==> config.mk <==
export PLATFORM = sky130hd
export DESIGN_NAME = mbx_core
export DESIGN_NICKNAME = d
export VERILOG_FILES = /design/src/rtl/mbx_pkg.sv /design/src/rtl/mbx_fifo.sv /design/src/rtl/mbx_decode.sv /design/src/rtl/mbx_ctl.sv /design/src/rtl/mbx_rdmux.sv /design/src/rtl/mbx_core.sv
export SDC_FILE = /design/constraint.sdc
export NUM_CORES = 1
export LEC_CHECK = 0
export BUFFER_PORTS_ARGS = -buffer_cell sky130_fd_sc_hd__clkbuf_2
export CAP_MARGIN = 10
export CORE_MARGIN = 3
export CORE_UTILIZATION = 48
export DETAILED_ROUTE_END_ITERATION = 8
export GPL_TIMING_DRIVEN = 0
export PLACE_DENSITY = 0.7
export SLEW_MARGIN = 20
export SYNTH_ARGS = -nofsm -noshare
export SYNTH_HDL_FRONTEND = slang
export SYNTH_SLANG_ARGS = --single-unit
==> constraint.sdc <==
create_clock -name clk -period 5.6 [get_ports clk]
set_input_delay 0.84 -clock clk [delete_from_list [all_inputs] [get_ports clk]]
set_output_delay 0.84 -clock clk [all_outputs]
set_load 0.05 [all_outputs]
==> src/rtl/mbx_pkg.sv <==
package mbx_pkg;
  localparam int DATA_W = 32;

  typedef enum logic [1:0] {
    MBX_A_INBOX  = 2'd0,
    MBX_A_OUTBOX = 2'd1,
    MBX_A_CTRL   = 2'd2,
    MBX_A_RSVD   = 2'd3
  } mbx_addr_e;

  // control bit positions
  localparam int CB_EN_DATA  = 0;
  localparam int CB_EN_SPACE = 1;
  localparam int CB_EN_DRAIN = 2;
  localparam int CB_FLUSH    = 3;

  // error vector index (status bit = 8 + index)
  localparam int EI_NOOWN = 0;
  localparam int EI_OVF   = 1;
  localparam int EI_UDF   = 2;

  function automatic logic [DATA_W-1:0] pack_status(
    input logic [3:0] ctl,
    input logic [2:0] pend,
    input logic [2:0] err
  );
    return {21'd0, err, 1'b0, pend, ctl};
  endfunction
endpackage

==> src/rtl/mbx_fifo.sv <==
module mbx_fifo #(
  parameter int W     = 32,
  parameter int DEPTH = 8
) (
  input  logic                       clk,
  input  logic                       rst_n,
  input  logic                       flush,
  input  logic                       push,
  input  logic [W-1:0]               push_data,
  input  logic                       pop,
  output logic [W-1:0]               head,
  output logic [$clog2(DEPTH):0]     count,
  output logic                       full,
  output logic                       empty
);
  localparam int AW = $clog2(DEPTH);
  localparam int CW = AW + 1;

  logic [W-1:0]  mem [DEPTH];
  logic [AW-1:0] wp, rp;
  logic [CW-1:0] cnt;
  logic          do_push, do_pop;

  assign full    = (cnt == CW'(DEPTH));
  assign empty   = (cnt == '0);
  assign do_push = push && !full && !flush;
  assign do_pop  = pop && !empty && !flush;
  assign head    = mem[rp];
  assign count   = cnt;

  always_ff @(posedge clk) begin
    if (!rst_n || flush) begin
      wp  <= '0;
      rp  <= '0;
      cnt <= '0;
    end else begin
      if (do_push) wp <= wp + AW'(1);
      if (do_pop)  rp <= rp + AW'(1);
      case ({do_push, do_pop})
        2'b10:   cnt <= cnt + CW'(1);
        2'b01:   cnt <= cnt - CW'(1);
        default: cnt <= cnt;
      endcase
    end
  end

  always_ff @(posedge clk) begin
    if (do_push) mem[wp] <= push_data;
  end
endmodule

==> src/rtl/mbx_decode.sv <==
module mbx_decode
  import mbx_pkg::*;
(
  input  logic [1:0] bus_addr,
  input  logic       bus_wr,
  input  logic       bus_rd,
  input  logic       flushing,
  input  logic       out_full,
  input  logic       in_empty,
  output logic       out_push,
  output logic       in_pop,
  output logic       ctl_wr,
  output logic [2:0] err_set
);
  logic       rd_only;
  mbx_addr_e  sel;

  assign sel     = mbx_addr_e'(bus_addr);
  assign rd_only = bus_rd && !bus_wr;
  assign ctl_wr  = bus_wr && (sel == MBX_A_CTRL);
  assign out_push = bus_wr && (sel == MBX_A_OUTBOX) && !flushing;
  assign in_pop   = rd_only && (sel == MBX_A_INBOX) && !flushing;

  always_comb begin
    err_set           = '0;
    err_set[EI_NOOWN] = rd_only && (sel == MBX_A_OUTBOX) && !flushing;
    err_set[EI_OVF]   = out_push && out_full;
    err_set[EI_UDF]   = in_pop && in_empty;
  end
endmodule

==> src/rtl/mbx_ctl.sv <==
module mbx_ctl
  import mbx_pkg::*;
(
  input  logic       clk,
  input  logic       rst_n,
  input  logic       ctl_wr,
  input  logic [3:0] ctl_wdata,
  input  logic [2:0] err_set,
  input  logic       in_empty,
  input  logic       out_full,
  input  logic       out_empty,
  output logic [3:0] ctl_q,
  output logic [2:0] err_q,
  output logic [2:0] pend
);
  always_ff @(posedge clk) begin
    if (!rst_n) begin
      ctl_q <= '0;
      err_q <= '0;
    end else if (ctl_wr) begin
      ctl_q <= ctl_wdata;
      err_q <= '0;
    end else begin
      err_q <= err_q | err_set;
    end
  end

  always_comb begin
    pend    = '0;
    pend[0] = !in_empty  && ctl_q[CB_EN_DATA];
    pend[1] = !out_full  && ctl_q[CB_EN_SPACE];
    pend[2] = out_empty  && ctl_q[CB_EN_DRAIN];
  end
endmodule

==> src/rtl/mbx_rdmux.sv <==
module mbx_rdmux
  import mbx_pkg::*;
(
  input  logic [1:0]        bus_addr,
  input  logic              bus_wr,
  input  logic              bus_rd,
  input  logic              flushing,
  input  logic              in_empty,
  input  logic [DATA_W-1:0] in_head,
  input  logic [3:0]        ctl_q,
  input  logic [2:0]        pend,
  input  logic [2:0]        err_q,
  output logic [DATA_W-1:0] bus_rdata
);
  always_comb begin
    bus_rdata = '0;
    if (bus_rd && !bus_wr) begin
      case (mbx_addr_e'(bus_addr))
        MBX_A_INBOX: bus_rdata = (in_empty || flushing) ? '0 : in_head;
        MBX_A_CTRL:  bus_rdata = pack_status(ctl_q, pend, err_q);
        default:     bus_rdata = '0;
      endcase
    end
  end
endmodule

==> src/rtl/mbx_core.sv <==
module mbx_core
  import mbx_pkg::*;
#(
  parameter int DEPTH = 8
) (
  input  logic              clk,
  input  logic              rst_n,
  input  logic [1:0]        bus_addr,
  input  logic              bus_wr,
  input  logic              bus_rd,
  input  logic [31:0]       bus_wdata,
  output logic [31:0]       bus_rdata,
  input  logic              rmt_in_valid,
  output logic              rmt_in_ready,
  input  logic [31:0]       rmt_in_data,
  output logic              rmt_out_valid,
  input  logic              rmt_out_ready,
  output logic [31:0]       rmt_out_data,
  output logic              irq
);
  localparam int CW = $clog2(DEPTH) + 1;

  logic [CW-1:0]     in_cnt, out_cnt;
  logic              in_full, in_empty, out_full, out_empty;
  logic [DATA_W-1:0] in_head, out_head;
  logic              out_push, in_pop, ctl_wr;
  logic [2:0]        err_set, err_q, pend;
  logic [3:0]        ctl_q;
  logic              flushing;

  assign flushing = ctl_q[CB_FLUSH];

  mbx_decode u_dec (
    .bus_addr (bus_addr),
    .bus_wr   (bus_wr),
    .bus_rd   (bus_rd),
    .flushing (flushing),
    .out_full (out_full),
    .in_empty (in_empty),
    .out_push (out_push),
    .in_pop   (in_pop),
    .ctl_wr   (ctl_wr),
    .err_set  (err_set)
  );

  mbx_fifo #(.W(DATA_W), .DEPTH(DEPTH)) u_inbox (
    .clk       (clk),
    .rst_n     (rst_n),
    .flush     (flushing),
    .push      (rmt_in_valid),
    .push_data (rmt_in_data),
    .pop       (in_pop),
    .head      (in_head),
    .count     (in_cnt),
    .full      (in_full),
    .empty     (in_empty)
  );

  mbx_fifo #(.W(DATA_W), .DEPTH(DEPTH)) u_outbox (
    .clk       (clk),
    .rst_n     (rst_n),
    .flush     (flushing),
    .push      (out_push),
    .push_data (bus_wdata),
    .pop       (rmt_out_ready),
    .head      (out_head),
    .count     (out_cnt),
    .full      (out_full),
    .empty     (out_empty)
  );

  mbx_ctl u_ctl (
    .clk       (clk),
    .rst_n     (rst_n),
    .ctl_wr    (ctl_wr),
    .ctl_wdata (bus_wdata[3:0]),
    .err_set   (err_set),
    .in_empty  (in_empty),
    .out_full  (out_full),
    .out_empty (out_empty),
    .ctl_q     (ctl_q),
    .err_q     (err_q),
    .pend      (pend)
  );

  mbx_rdmux u_rd (
    .bus_addr  (bus_addr),
    .bus_wr    (bus_wr),
    .bus_rd    (bus_rd),
    .flushing  (flushing),
    .in_empty  (in_empty),
    .in_head   (in_head),
    .ctl_q     (ctl_q),
    .pend      (pend),
    .err_q     (err_q),
    .bus_rdata (bus_rdata)
  );

  assign rmt_in_ready  = !in_full && !flushing;
  assign rmt_out_valid = !out_empty && !flushing;
  assign rmt_out_data  = out_head;
  assign irq           = |pend;
endmodule

======== After elaboration in Yosys (flattened, before gate mapping) ========
Memories as Yosys holds them, arrays and structs flattened. A register that Yosys moved wholly into a read port is not among the register bits.
Index checks and enable logic that the tools add are counted.
operators by class
  $add $sub $neg .......................... 8
  equal/unequal tests ..................... 8
  mux-type cells .......................... 13
  bitwise gates (word level) .............. 2
  reduce and logical (&&, ||, !) cells .... 39
operator list
  cell                                                                 number
  32-bit 2-to-1 mux                                                    2
  32-bit one-hot mux with 2 select lines                               1
  1-bit logical AND                                                    23
  4-bit one-hot mux with 2 select lines                                2
  3-bit by 1-bit adder with 3-bit output (second input constant)       4
  3-bit 2-to-1 mux                                                     4
  4-bit by 1-bit adder with 4-bit output (second input constant)       2
  4-bit == test (second input constant)                                2
  4-bit logical NOT                                                    2
  4-bit by 1-bit subtractor with 4-bit output (second input constant)  2
  1-bit logical NOT                                                    7
  2-bit by 1-bit == test with 1-bit output (second input constant)     3
  2-bit == test (second input constant)                                3
  1-bit 2-to-1 mux                                                     4
  2-bit nonzero test                                                   2
  3-bit OR                                                             1
  3-bit OR reduction                                                   1
  2-bit logical NOT                                                    1
  1-bit logical OR                                                     2
  2-bit OR reduction                                                   1
  1-bit inverter                                                       1
word-level totals
  register bits after elaboration ......... 27
  RAM bits ................................ 512
  input bits .............................. 72
  output and inout bits ................... 67
  word-level logic and storage cells ...... 80
  memories kept ........................... 2
memory list
  memory        depth  bits a word  rd ports  clocked after Yosys merged registers in  wr ports  RTL line        source
  u_inbox.mem   8      32           1         1                                        1         mbx_fifo.sv:19  logic [W-1:0] mem [DEPTH];
  u_outbox.mem  8      32           1         1                                        1         mbx_fifo.sv:19

======== Longest topological paths before layout ========
Gate-level depths: netlist (run 1).
  depth in word-level cells ............... 8
  depth in mapped cells ................... 11
  depth with buffers taken out ............ 11

======== Cells and area by module ========
A second synthesis (run 1) with hierarchy kept.
unflattened totals
  cells, all modules ...................... 1023
  area, all modules ....................... 21882.2 um^2
modules (own cells, without submodules)
  module               instances  cells each  area an instance (um^2)  seq. area each (um^2)
  mbx_fifo (u_outbox)  1          450         10471.3                  7947.6
  mbx_fifo (u_inbox)   1          450         10468.8                  7947.6
  mbx_rdmux            1          86          594.3                    0.0
  mbx_ctl              1          26          271.5                    140.1
  mbx_decode           1          8           62.6                     0.0
  mbx_core             1          3           13.8                     0.0

======== Least setup slack after synthesis (run 1) ========
Ideal clock, no wire load.
  kind .................................... input to register
  from .................................... input port rmt_in_valid
  to ...................................... memory u_inbox.mem[0][0] (enable)
  setup time .............................. 501 ps
  data arrival time ....................... 4528 ps
  data required time ...................... 5099 ps
  setup slack ............................. 571 ps
  cell stages on the path ................. 4
  path buffers ............................ 0
  cells stage by stage .................... inv_1 nor3_1 inv_1 nor4_1
between the ends
  cells in the longest elaborated chain, start to end .. 4
RTL lines
  element                                 RTL line        source
  from (decl)                             mbx_core.sv:13  input logic rmt_in_valid,
  1-bit logical AND (2 in series)         mbx_fifo.sv:26  assign do_push = push && !full && !flush;
  1-bit 2-to-1 mux                        mbx_fifo.sv:48  if (do_push) mem[wp] <= push_data;
  1-bit 2-to-1 mux (implied by the code)  mbx_fifo.sv:48
  to (decl)                               mbx_fifo.sv:19
No other way between the ends.

==> results of run 1 <==
==> worst min path at each step <==
| stage | startpoint | to | slack (ns) | depth (start not counted) |
|---|---|---|---|---|
| detailed placement | u_ctl.err_q[1] | u_ctl.err_q[1] | 0.46 | 2 |
| global placement | u_ctl.err_q[1] | u_ctl.err_q[1] | 0.46 | 2 |
| global route | u_ctl.err_q[1] | u_ctl.err_q[1] | 0.51 | 2 |
| finish | u_ctl.err_q[1] | u_ctl.err_q[1] | 0.48 | 2 |
| floorplan | u_ctl.err_q[1] | u_ctl.err_q[1] | 0.44 | 2 |
| CTS | u_ctl.err_q[1] | u_ctl.err_q[1] | 0.48 | 2 |
==> layout make-up <==
| cell class | instances | share of cell area [%] |
|---|---|---|
| flip-flops and latches | 545 | 64.3 |
| plain buffers | 45 | 1.13 |
| inverters | 6 | 0.0903 |
| well taps | 585 | 2.94 |
| repair buffers | 183 | 5.05 |
| clock buffers | 71 | 5.80 |
| clock inverters | 22 | 0.753 |
| multi-input cells | 380 | 19.9 |
==> cell families after synthesis <==
family | after synthesis | synth area share [%]
multiplexers | 200 | 17.9
flip-flops | 545 | 75.6
buffers and inverters | 51 | 1.44
AND/OR/NAND/NOR | 123 | 2.93
AO/OA/AOI/OAI | 36 | 1.06
XOR/XNOR | 11 | 0.454
adder cells (fa/ha/maj) | 10 | 0.590
==> cells in the mapped netlist (all sizes together), types with 2 or more instances <==
cell and number:
xnor2 4, a31o 2, xor2 7, nor3b 2
nand2 19, or3 2, ha 10, nor2 55
edfxtp 512, dfxtp 33, clkbuf 6, o21ai 16
mux4 128, and2 2, nor3 8, nor4b 4
nand2b 7, nor2b 6, buf 39, inv 6
a21oi 12, mux2 32, nor4 3, nand3 7
mux2i 40
==> routing by layer <==
layer	share of wire (%)	wire length, um	vias to the layer above
li1	-	-	4545
met1	42	18000	5325
met2	51	21900	293
met3	5.6	2440	71
met4	2.0	855	6
met5	0.076	33	-
==> worst max-delay path: cells and delay by family, from the launching register on <==
family                 cells  cell delay (ns)
buffers and inverters      3             1.07
DFF                        1             0.32
muxes                      2             0.72
==> where the power goes <==
part / switching [uW] / internal [uW] / leakage (uW)
Clock: 1420 / 1940 / 0.000800
Combinational: 531 / 357 / 0.00250
Sequential: 30.3 / 4530 / 0.00490
==> registers in the layout, indices dropped and copies added (netlist names), named ones only <==
signal and flops:
u_ctl.ctl_q 4, u_ctl.err_q 3, u_inbox.count 4, u_inbox.mem 256, u_inbox.rp 3, u_inbox.wp 3
u_outbox.count 4, u_outbox.mem 256, u_outbox.rp 3, u_outbox.wp 3
==> metrics by stage <==
step           utilization [%]  power (uW)  cells  hold WS, ns
2_1_floorplan                -        5280    976        0.437
3_3_place_gp              52.2        5510   1699        0.459
3_5_place_dp              53.7        5540   1744        0.465
4_1_cts                   57.5        8890   1837        0.485
5_1_grt                   57.5        9110   1837        0.514
6_report                  57.5        8810   1837        0.479
==> impl_results.md, run 1 <==
* Storage cell area at 16000 sq um
* First-pass GRT wire length at 66.3 mm
* Reg clk slew, reported paths at 0.06 ns
* Fin Setup TNS at 0 ns
* Die Span X at about 220 um
* Final setup violating endpoints at 0
* Row count at 76
* TritonCTS buffer count at 52
* Initial Util at 48.9%
* Number of synthesized flops with an enable pin at 512
* Number of global-route vias before repair at about 11000
* Crit path time final at 3.55 ns
* Worst r2r dst: u_inbox.mem[0][21]
* Sequential-to-total area share from yosys stat at 75.6%
* Critical Path, Cell by Cell: buf_2 > buf_1 > mux4_1 > mux2_2 > clkbuf_2
* Worst Tran Pin Value at roughly 0.86 ns
* Die Area at 46700 sq um
* Initial antenna violation count at 3
* Setup Fix Bufs, Post-CTS at 0
* R2R setup slack at 2.38 ns
* Clock sink count at 545
* Status: finished clean
* Design Area, Final at 24900 sq um
* Slew Limit Fails at 0
* Most common cell after layout, fill and taps aside: edfxtp_1
* HP Class: register to register
* Power density cells at 353 nW/um^2
* Asr flop ratio synth at 0%
* Critical path required time at 4.76 ns
* Share of cells above drive strength 1 at 34.6%
* CTS max path bufs at 3
* Placed Area at 23300 sq um
* DRT Wirelength at 43.2 mm
* Yosys top cell by area: edfxtp_1
* RSZ-0062 raised after global routing: no
* Area share of the largest cell type after synthesis at 72.5%
* Peak supply drop at 0.000274 V
* FF-to-FF path depth at 9
* Core region area at 43400 sq um
* Fin nets at about 1300
* Grt ovf at 0
* Layout area overhead at 17.6%
* GRT Total Usage at a little under a fifth
* Filler cells at 3216
* CTS root buf: clkbuf_16
* Largest cells by area after synthesis: edfxtp_1 73%, mux4_2 9.3%, mux4_1 5.0%
* Global-route met2 utilization at 31.4%
* Skew final at 0.0215 ns
* Cell count after synthesis at just under 1000
* Vias per cell at 5.57
* CP Class: register to output pin
* Syn. warnings at 0
* Syn Nets at between 1000 and 1500
* WL/cell at 23.5 um
* Maxcap violations at 0
* Antenna Diode Count at 0
* Post-CTS sizing at 0
* Hold_buf cts at 0
* Cell Area, Synth at between 20000 and 25000 sq um
* Drt pass-1 iters at 5
* # IOs at ~140
* Crit Path Max Fanout at 10
* Busiest layer in global routing: met2
* Setup crit end kind: output pin
* Routability cong. at 0.759
* Port buffer count at 138
* Multi-input logic area at 4970 sq um
* Critical path arrival at 2.71 ns
* Synth Flop Type: edfxtp_1
* Count of cell types in the netlist at 46
* Vias at 10200
* # DRC at 0
* Commonest cells after routing, fill and taps aside: 512 x edfxtp_1, 138 x clkbuf_2, 88 x mux4_2, 54 x clkbuf_16, 46 x nor2_1
* Fin crit share at 63.4%
* DP Wirelength at roughly 29 mm
* Startpoint types: register
* Worst Setup EP: rmt_out_data[10]
* RR Startpoint: u_inbox.count[2]
* Die Y at 216 um
* #FFs+latches synth at 545
* Max incr delay on CP at 0.58 ns
* Final worst slack at approximately 2 ns
* Max-slew headroom at 42.4%
* Detailed Route Iter0 Violations at between 800 and 900
* Slowest-stage cell, CP: buf_1
* Fmax at 0.282 GHz
* Leak pwr at approximately 0.008 uW
* Largest net degree at the start of global routing at 21
* Hold Fails Final Rpt at 0
* GR met3 Demand/Resource at 3.52%
* Met1 Use GR at 25.6%
* H-tree depth at 2
* Dpl ws at about 2 ns
* Antenna-violating nets left at 0
* TritonCTS clock tree: built
* Syn avg cell area at 21.7 sq um
* Worst skew pair latency at 0.58 ns
(Power assumes the default switching activity.)
==> run 2: changes to the inputs <==
- PLACE_DENSITY: 0.7 -> 0.72
- clock period: 5.6 -> 2.9 ns (I/O delays scaled with it)
==> impl_results.md, run 2 (synthesized netlist as in run 1, its figures left out) <==
* Status: finished clean
* Final Instance Count excl. Fillers at 1837 (unchanged)
* Cell family with most CP delay: multiplexers
* Startpoint types: register
* Dpl ws at -0.203 ns (-2.15 ns)
* Cells after DPL at 1734 (-0.57%)
* Power density cells at 702 nW/um^2 (+99%)
* Sw Pwr at 4010 uW (+100%)
* WL/cell at 23.4 um (-0.64%)
* Hold_buf cts at 0 (unchanged)
* Largest net degree at the start of global routing at 21 (unchanged)
* H-tree depth at 2 (unchanged)
* Most common cell after layout, fill and taps aside: edfxtp_1
* Vias at 10200 (-0.18%)
* Row count at 76 (unchanged)
* Crit path time final at 2.86 ns
* Setup crit end kind: output pin
* Port buffer count at 138 (unchanged)
* CTS max path bufs at 3 (unchanged)
* Number of global-route vias before repair at 10700 (-1.0%)
* Slew Limit Fails at 0 (unchanged)
* Share of cells above drive strength 1 at 36.9% (+2.3 points)
* Seq pwr share at 49.3% (-2.5 points)
* Drt pass-1 iters at 7 (+2)
* Critical path arrival at 2.43 ns (-0.28 ns)
* Critical Path, Cell by Cell: buf_12 > buf_12 > mux4_2 > mux2i_1 > o22ai_2 > clkbuf_8
* Die Y at 216 um (unchanged)
* Initial Util at 48.9% (unchanged)
* Grt ovf at 0 (unchanged)
* Internal power at 13900 uW (+100%)
* DP Wirelength at 28.0 mm (-1.8%)
* Core region area at 43400 sq um (unchanged)
* CP bufs+invs at 3 (unchanged)
* Crit Path Max Fanout at 10 (unchanged)
* Top Registers: u_inbox.mem (256), u_outbox.mem (256)
* # IOs at 139 (unchanged)
* First-pass GRT wire length at 66.0 mm (-0.44%)
* Final worst slack at 0.0361 ns (-2.02 ns)
* Antenna-violating nets left at 0 (unchanged)
* Hold Fails Final Rpt at 0 (unchanged)
* Detailed Route Iter0 Violations at 905 (+6.8%)
* Skew final at 0.0212 ns (-0.000395 ns)
* Final setup violating endpoints at 0 (unchanged)
* Fin crit share at 98.8%
* Post-CTS sizing at 58 (+58)
* Die Span X at 216 um (unchanged)
* Commonest cells after routing, fill and taps aside: 512 x edfxtp_1, 102 x clkbuf_2, 88 x mux4_2, 55 x clkbuf_16, 45 x nor2_1
* Setup Fix Bufs, Post-CTS at 0 (unchanged)
* Peak supply drop at 0.000517 V (+89%)
* CTS root buf: clkbuf_16
* Critical path required time at 2.47 ns (-2.29 ns)
* Reg clk slew, reported paths at 0.06 ns (about the same)
* Leak pwr at 0.00836 uW (+2.0%)
* Switching Share at 22.4% (-0.082 points)
* Slowest-stage cell, CP: mux4_2
* Clock Power Share at 40.8% (+2.7 points)
* Fin nets at 1288 (-0.54%)
* Maxcap violations at 0 (unchanged)
* Fin Setup TNS at 0 ns (unchanged)
* TritonCTS buffer count at 55 (+5.8%)
* CP Class: register to output pin
* Max incr delay on CP at 0.51 ns (-0.07 ns)
* Final Hold Slack at 0.117 ns (-0.362 ns)
* Layout area overhead at 20.1%
* Routability cong. at 0.762 (+0.30%)
* Max-slew headroom at 47.3% (+4.8 points)
* Initial antenna violation count at 4 (+1)
* HP Class: input port to register
* Worst skew pair latency at 0.60 ns (+0.02 ns)
* Fmax at 0.349 GHz
* Design Area, Final at 25500 sq um (+2.1%)
* Die Area at 46700 sq um (unchanged)
* Placed Area at 23300 sq um (about the same)
* Vias per cell at 5.56 (-0.18%)
* Worst Tran Pin Value at 0.785 ns (-0.0737 ns)
* Combinational Power Share at 9.9% (-0.2 points)
* Clock sink count at 545 (unchanged)
* # DRC at 0 (unchanged)
* Most common cell on crit path: buf_12
* DRT Wirelength at 42.9 mm (-0.64%)
* TritonCTS clock tree: built
* GRT Total Usage at 18.7% (-0.051 points)
## run 2: cell types whose count changed in the layout (fill, tap and decap cells not counted), moves of 7 or more
cell,change
buf_6,-8
clkbuf_2,-36
buf_8,+12
clkbuf_4,+12
bufinv_16,+7
buf_2,+15
clkbuf_1,-13
## run 2: layout make-up
type	instances	area [sq um]
diodes	1	2.50
plain buffers	45	438
clock buffers	60	1400
clock inverters	42	492
fillers	3109	17900
inverters	6	22.5
multi-input cells	380	5060
flip-flops and latches	545	16000
well taps	585	732
repair buffers	173	1280
## run 2: final timing paths
path	slack, ns	end	cells after the start	start
worst max-delay path	0.04	bus_rdata[5]	6	register
worst min register to register	0.50	u_ctl.err_q[1]	2	u_ctl.err_q[1]
worst min-delay path	0.12	u_inbox.mem[4][15]	1	rmt_in_data[15]
worst max register to register	0.26	u_inbox.count[3]	10	u_inbox.count[1]
## run 2: routing by layer
metal	track usage (%)	vias up	part of all wire, %
met5	0	-	0.14
met4	5.12	8	1.7
met3	4.05	68	5.4
met2	31.6	268	51
met1	24.8	5340	42
li1	-	4538	-
## run 2: stage by stage
step           power, uW  util (%)
4_1_cts            18000      58.5
6_report           17900      58.7
2_1_floorplan      10200         -
5_1_grt            18500      58.7
3_3_place_gp       10600      52.2
3_5_place_dp       10700      53.7
## run 2: power by group through the flow
stage	registers (uW)	logic, uW	clock network [uW]
after floorplan	8960	1240	0
after global placement	8970	1660	0
after detailed placement	8970	1740	0
after CTS	8810	1760	7430
after global routing	8820	1890	7740
final	8810	1770	7280
==> run 3: changes to the inputs <==
==> constraint.sdc (replaced) <==
create_clock -name clk -period 2.9 [get_ports clk]
set_input_delay 0.29 -clock clk [delete_from_list [all_inputs] [get_ports clk]]
set_output_delay 0.29 -clock clk [all_outputs]
set_load 0.05 [all_outputs]
==> impl_results.md, run 3 (synthesized netlist as in run 1, its figures left out) <==
* Overall Power at 17200 uW (-3.6%)
* Commonest cells after routing, fill and taps aside: 512 x edfxtp_1, 133 x clkbuf_2, 88 x mux4_2, 60 x dlygate4sd3_1, 53 x clkbuf_16
* Storage cell area at 16000 sq um (about the same)
* Maxcap violations at 0 (unchanged)
* Hold Path Cell Cnt at 1 (unchanged)
* Core region area at 43400 sq um (unchanged)
* Critical Path, Cell by Cell: buf_8 > buf_8 > mux4_2 > mux2i_2 > o21ai_0 > clkbuf_4
* Row count at 76 (unchanged)
* Skew final at 0.0299 ns (+0.00874 ns)
* R2R setup slack at 0.12 ns (-0.14 ns)
* Hold Path Origin: bus_wdata[9]
* Die Span X at 216 um (unchanged)
* Power density cells at 670 nW/um^2 (-4.5%)
* DRT Wirelength at 43.9 mm (+2.2%)
* Port buffer count at 138 (unchanged)
* Final setup violating endpoints at 0 (unchanged)
* DP Wirelength at 27.7 mm (-1.2%)
* Worst skew pair latency at 0.61 ns (about the same)
* # DRC at 0 (unchanged)
* Critical path required time at 2.61 ns (+0.14 ns)
* Detailed Route Iter0 Violations at 956 (+5.6%)
* Crit Path Max Fanout at 10 (unchanged)
* Critical path arrival at 2.52 ns (+0.09 ns)
* CTS max path bufs at 3 (unchanged)
* Status: finished clean
* Clock sink count at 545 (unchanged)
* Top Registers: u_inbox.mem (256), u_outbox.mem (256)
* Setup Fix Bufs, Post-CTS at 0 (unchanged)
* Number of global-route vias before repair at 11100 (+3.2%)
* Grt ovf at 0 (unchanged)
* Setup crit end kind: output pin
* Fin crit share at 97.0% (-1.8 points)
* Crit path time final at 2.81 ns (-0.0522 ns)
* Leak pwr at 0.00847 uW (+1.3%)
* # IOs at 139 (unchanged)
* Fin nets at 1345 (+4.4%)
* Slowest-stage cell, CP: mux4_2
* Hold endpoint: u_outbox.mem[5][9]
* CTS root buf: clkbuf_16
* FF-to-FF path depth at 10 (unchanged)
* HP Class: input port to register
* H-tree depth at 2 (unchanged)
* Reg clk slew, reported paths at 0.06 ns (about the same)
* CP Class: register to output pin
* Fmax at 0.356 GHz (+1.9%)
* Most common cell on crit path: buf_8
* Vias at 10500 (+2.6%)
* Hold Fails Final Rpt at 0 (unchanged)
* TritonCTS buffer count at 53 (-3.6%)
* WL/cell at 23.2 um (-0.78%)
* Max incr delay on CP at 0.53 ns (+0.02 ns)
* Antenna-violating nets left at 0 (unchanged)
* Layout area overhead at 21.2%
* Most common cell after layout, fill and taps aside: edfxtp_1
* Largest net degree at the start of global routing at 21 (unchanged)
* Placed Area at 23300 sq um (-0.13%)
* First-pass GRT wire length at 68.0 mm (+3.1%)
* Design Area, Final at 25700 sq um (+0.92%)
* Worst r2r dst: u_outbox.count[2]
* Startpoint types: register
* Max-slew headroom at 50.2% (+2.9 points)
* Multi-input logic area at 5040 sq um (-0.37%)
* TritonCTS clock tree: built
* Vias per cell at 5.54 (-0.43%)
* GRT Total Usage at 19.2% (+0.50 points)
* Drt pass-1 iters at 5 (-2)
* Routability cong. at 0.758 (-0.50%)
* Die Area at 46700 sq um (unchanged)
* Filler cells at 3116 (+0.23%)
* Initial Util at 48.9% (unchanged)
* Peak supply drop at 0.000648 V (+25%)
* RR Startpoint: u_outbox.count[1]
* Worst Tran Pin Value at 0.747 ns (-0.0379 ns)
* Final Hold Slack at 0.0431 ns (-0.0743 ns)
* Initial antenna violation count at 2 (-2)
* Die Y at 216 um (unchanged)
* Slew Limit Fails at 0 (unchanged)
* Share of cells above drive strength 1 at 34.3% (-2.6 points)
-- run 3: cell count changes in the layout (fill, tap and decap cells not counted), moves of 3 or more --
| cell | previous run | this run |
|---|---|---|
| buf_12 | 7 | 4 |
| buf_6 | 13 | 21 |
| buf_2 | 33 | 15 |
| clkbuf_1 | 7 | 12 |
| buf_8 | 12 | 7 |
| bufinv_16 | 10 | 4 |
| clkbuf_2 | 102 | 133 |
| buf_4 | 24 | 15 |
| clkinv_2 | 12 | 15 |
| mux2i_2 | 2 | 6 |
| buf_16 | 10 | 7 |
| dlygate4sd3_1 | 0 | 60 |
-- run 3: stage by stage --
step / TNS [ns] / util [%] / worst slack [ns] / instances
CTS: -0.193 / 59.1 / -0.0178 / 1892
detailed placement: -0.390 / 53.7 / -0.0737 / 1733
global route: -0.00863 / 59.2 / -0.00476 / 1892
global placement: -903.96 / 52.2 / -3.44 / 1699
floorplan: -102.16 / - / -0.926 / 976
finish: 0 / 59.3 / 0.0883 / 1893
-- run 3: critical path: cells and delay by family (launching register included) --
family | cells | cell delay [ns]
muxes | 2 | 0.77
buffers and inverters | 3 | 0.62
DFF | 1 | 0.36
AOI/OAI and AO/OA | 1 | 0.17
-- run 3: area by class of cell --
type	instances	share of cell area, %
antenna	1	0.00974
timing repair buffer	232	7.07
clock buffer	63	5.31
buffer	45	1.35
sequential	545	62.4
tap	585	2.85
multi-input combinational	380	19.6
clock inverter	36	1.30
inverter	6	0.0877
-- run 3: how the worst max path moves through the flow --
| stage | slack (ns) | cells after the start | endpoint |
|---|---|---|---|
| 6_report | 0.09 | 6 | bus_rdata[9] |
| 5_1_grt | -0.005 | 6 | bus_rdata[9] |
| 4_1_cts | -0.02 | 7 | u_inbox.mem[4][14] |
| 3_5_place_dp | -0.07 | 10 | u_inbox.count[3] |
| 3_3_place_gp | -3.44 | 5 | u_inbox.mem[4][15] |
| 2_1_floorplan | -0.93 | 5 | u_inbox.mem[2][0] |
-- run 3: per-layer routing --
layer | GRT usage, % | share of wire, % | vias to the layer above
li1 | - | - | 4643
met1 | 26.5 | 42 | 5479
met2 | 32.1 | 51 | 296
met3 | 3.48 | 5.1 | 66
met4 | 4.84 | 2.0 | 4
met5 | 0 | 0.061 | -
-- run 3: power by group --
part	leakage, uW	internal, uW	switching [uW]	total [uW]
logic	0.00274	751	1060	1810
clock network	0.000833	3740	2870	6610
registers	0.00490	8750	62.9	8810
total	0.00847	13200	3990	17200
-- run 3: what timing repair did --
action / in CTS / in global routing
gates resized for setup: 22 / 28
endpoints found under the setup margin: 79 / 131
endpoints found under the hold margin: 469 / 0
hold buffers: 60 / 0
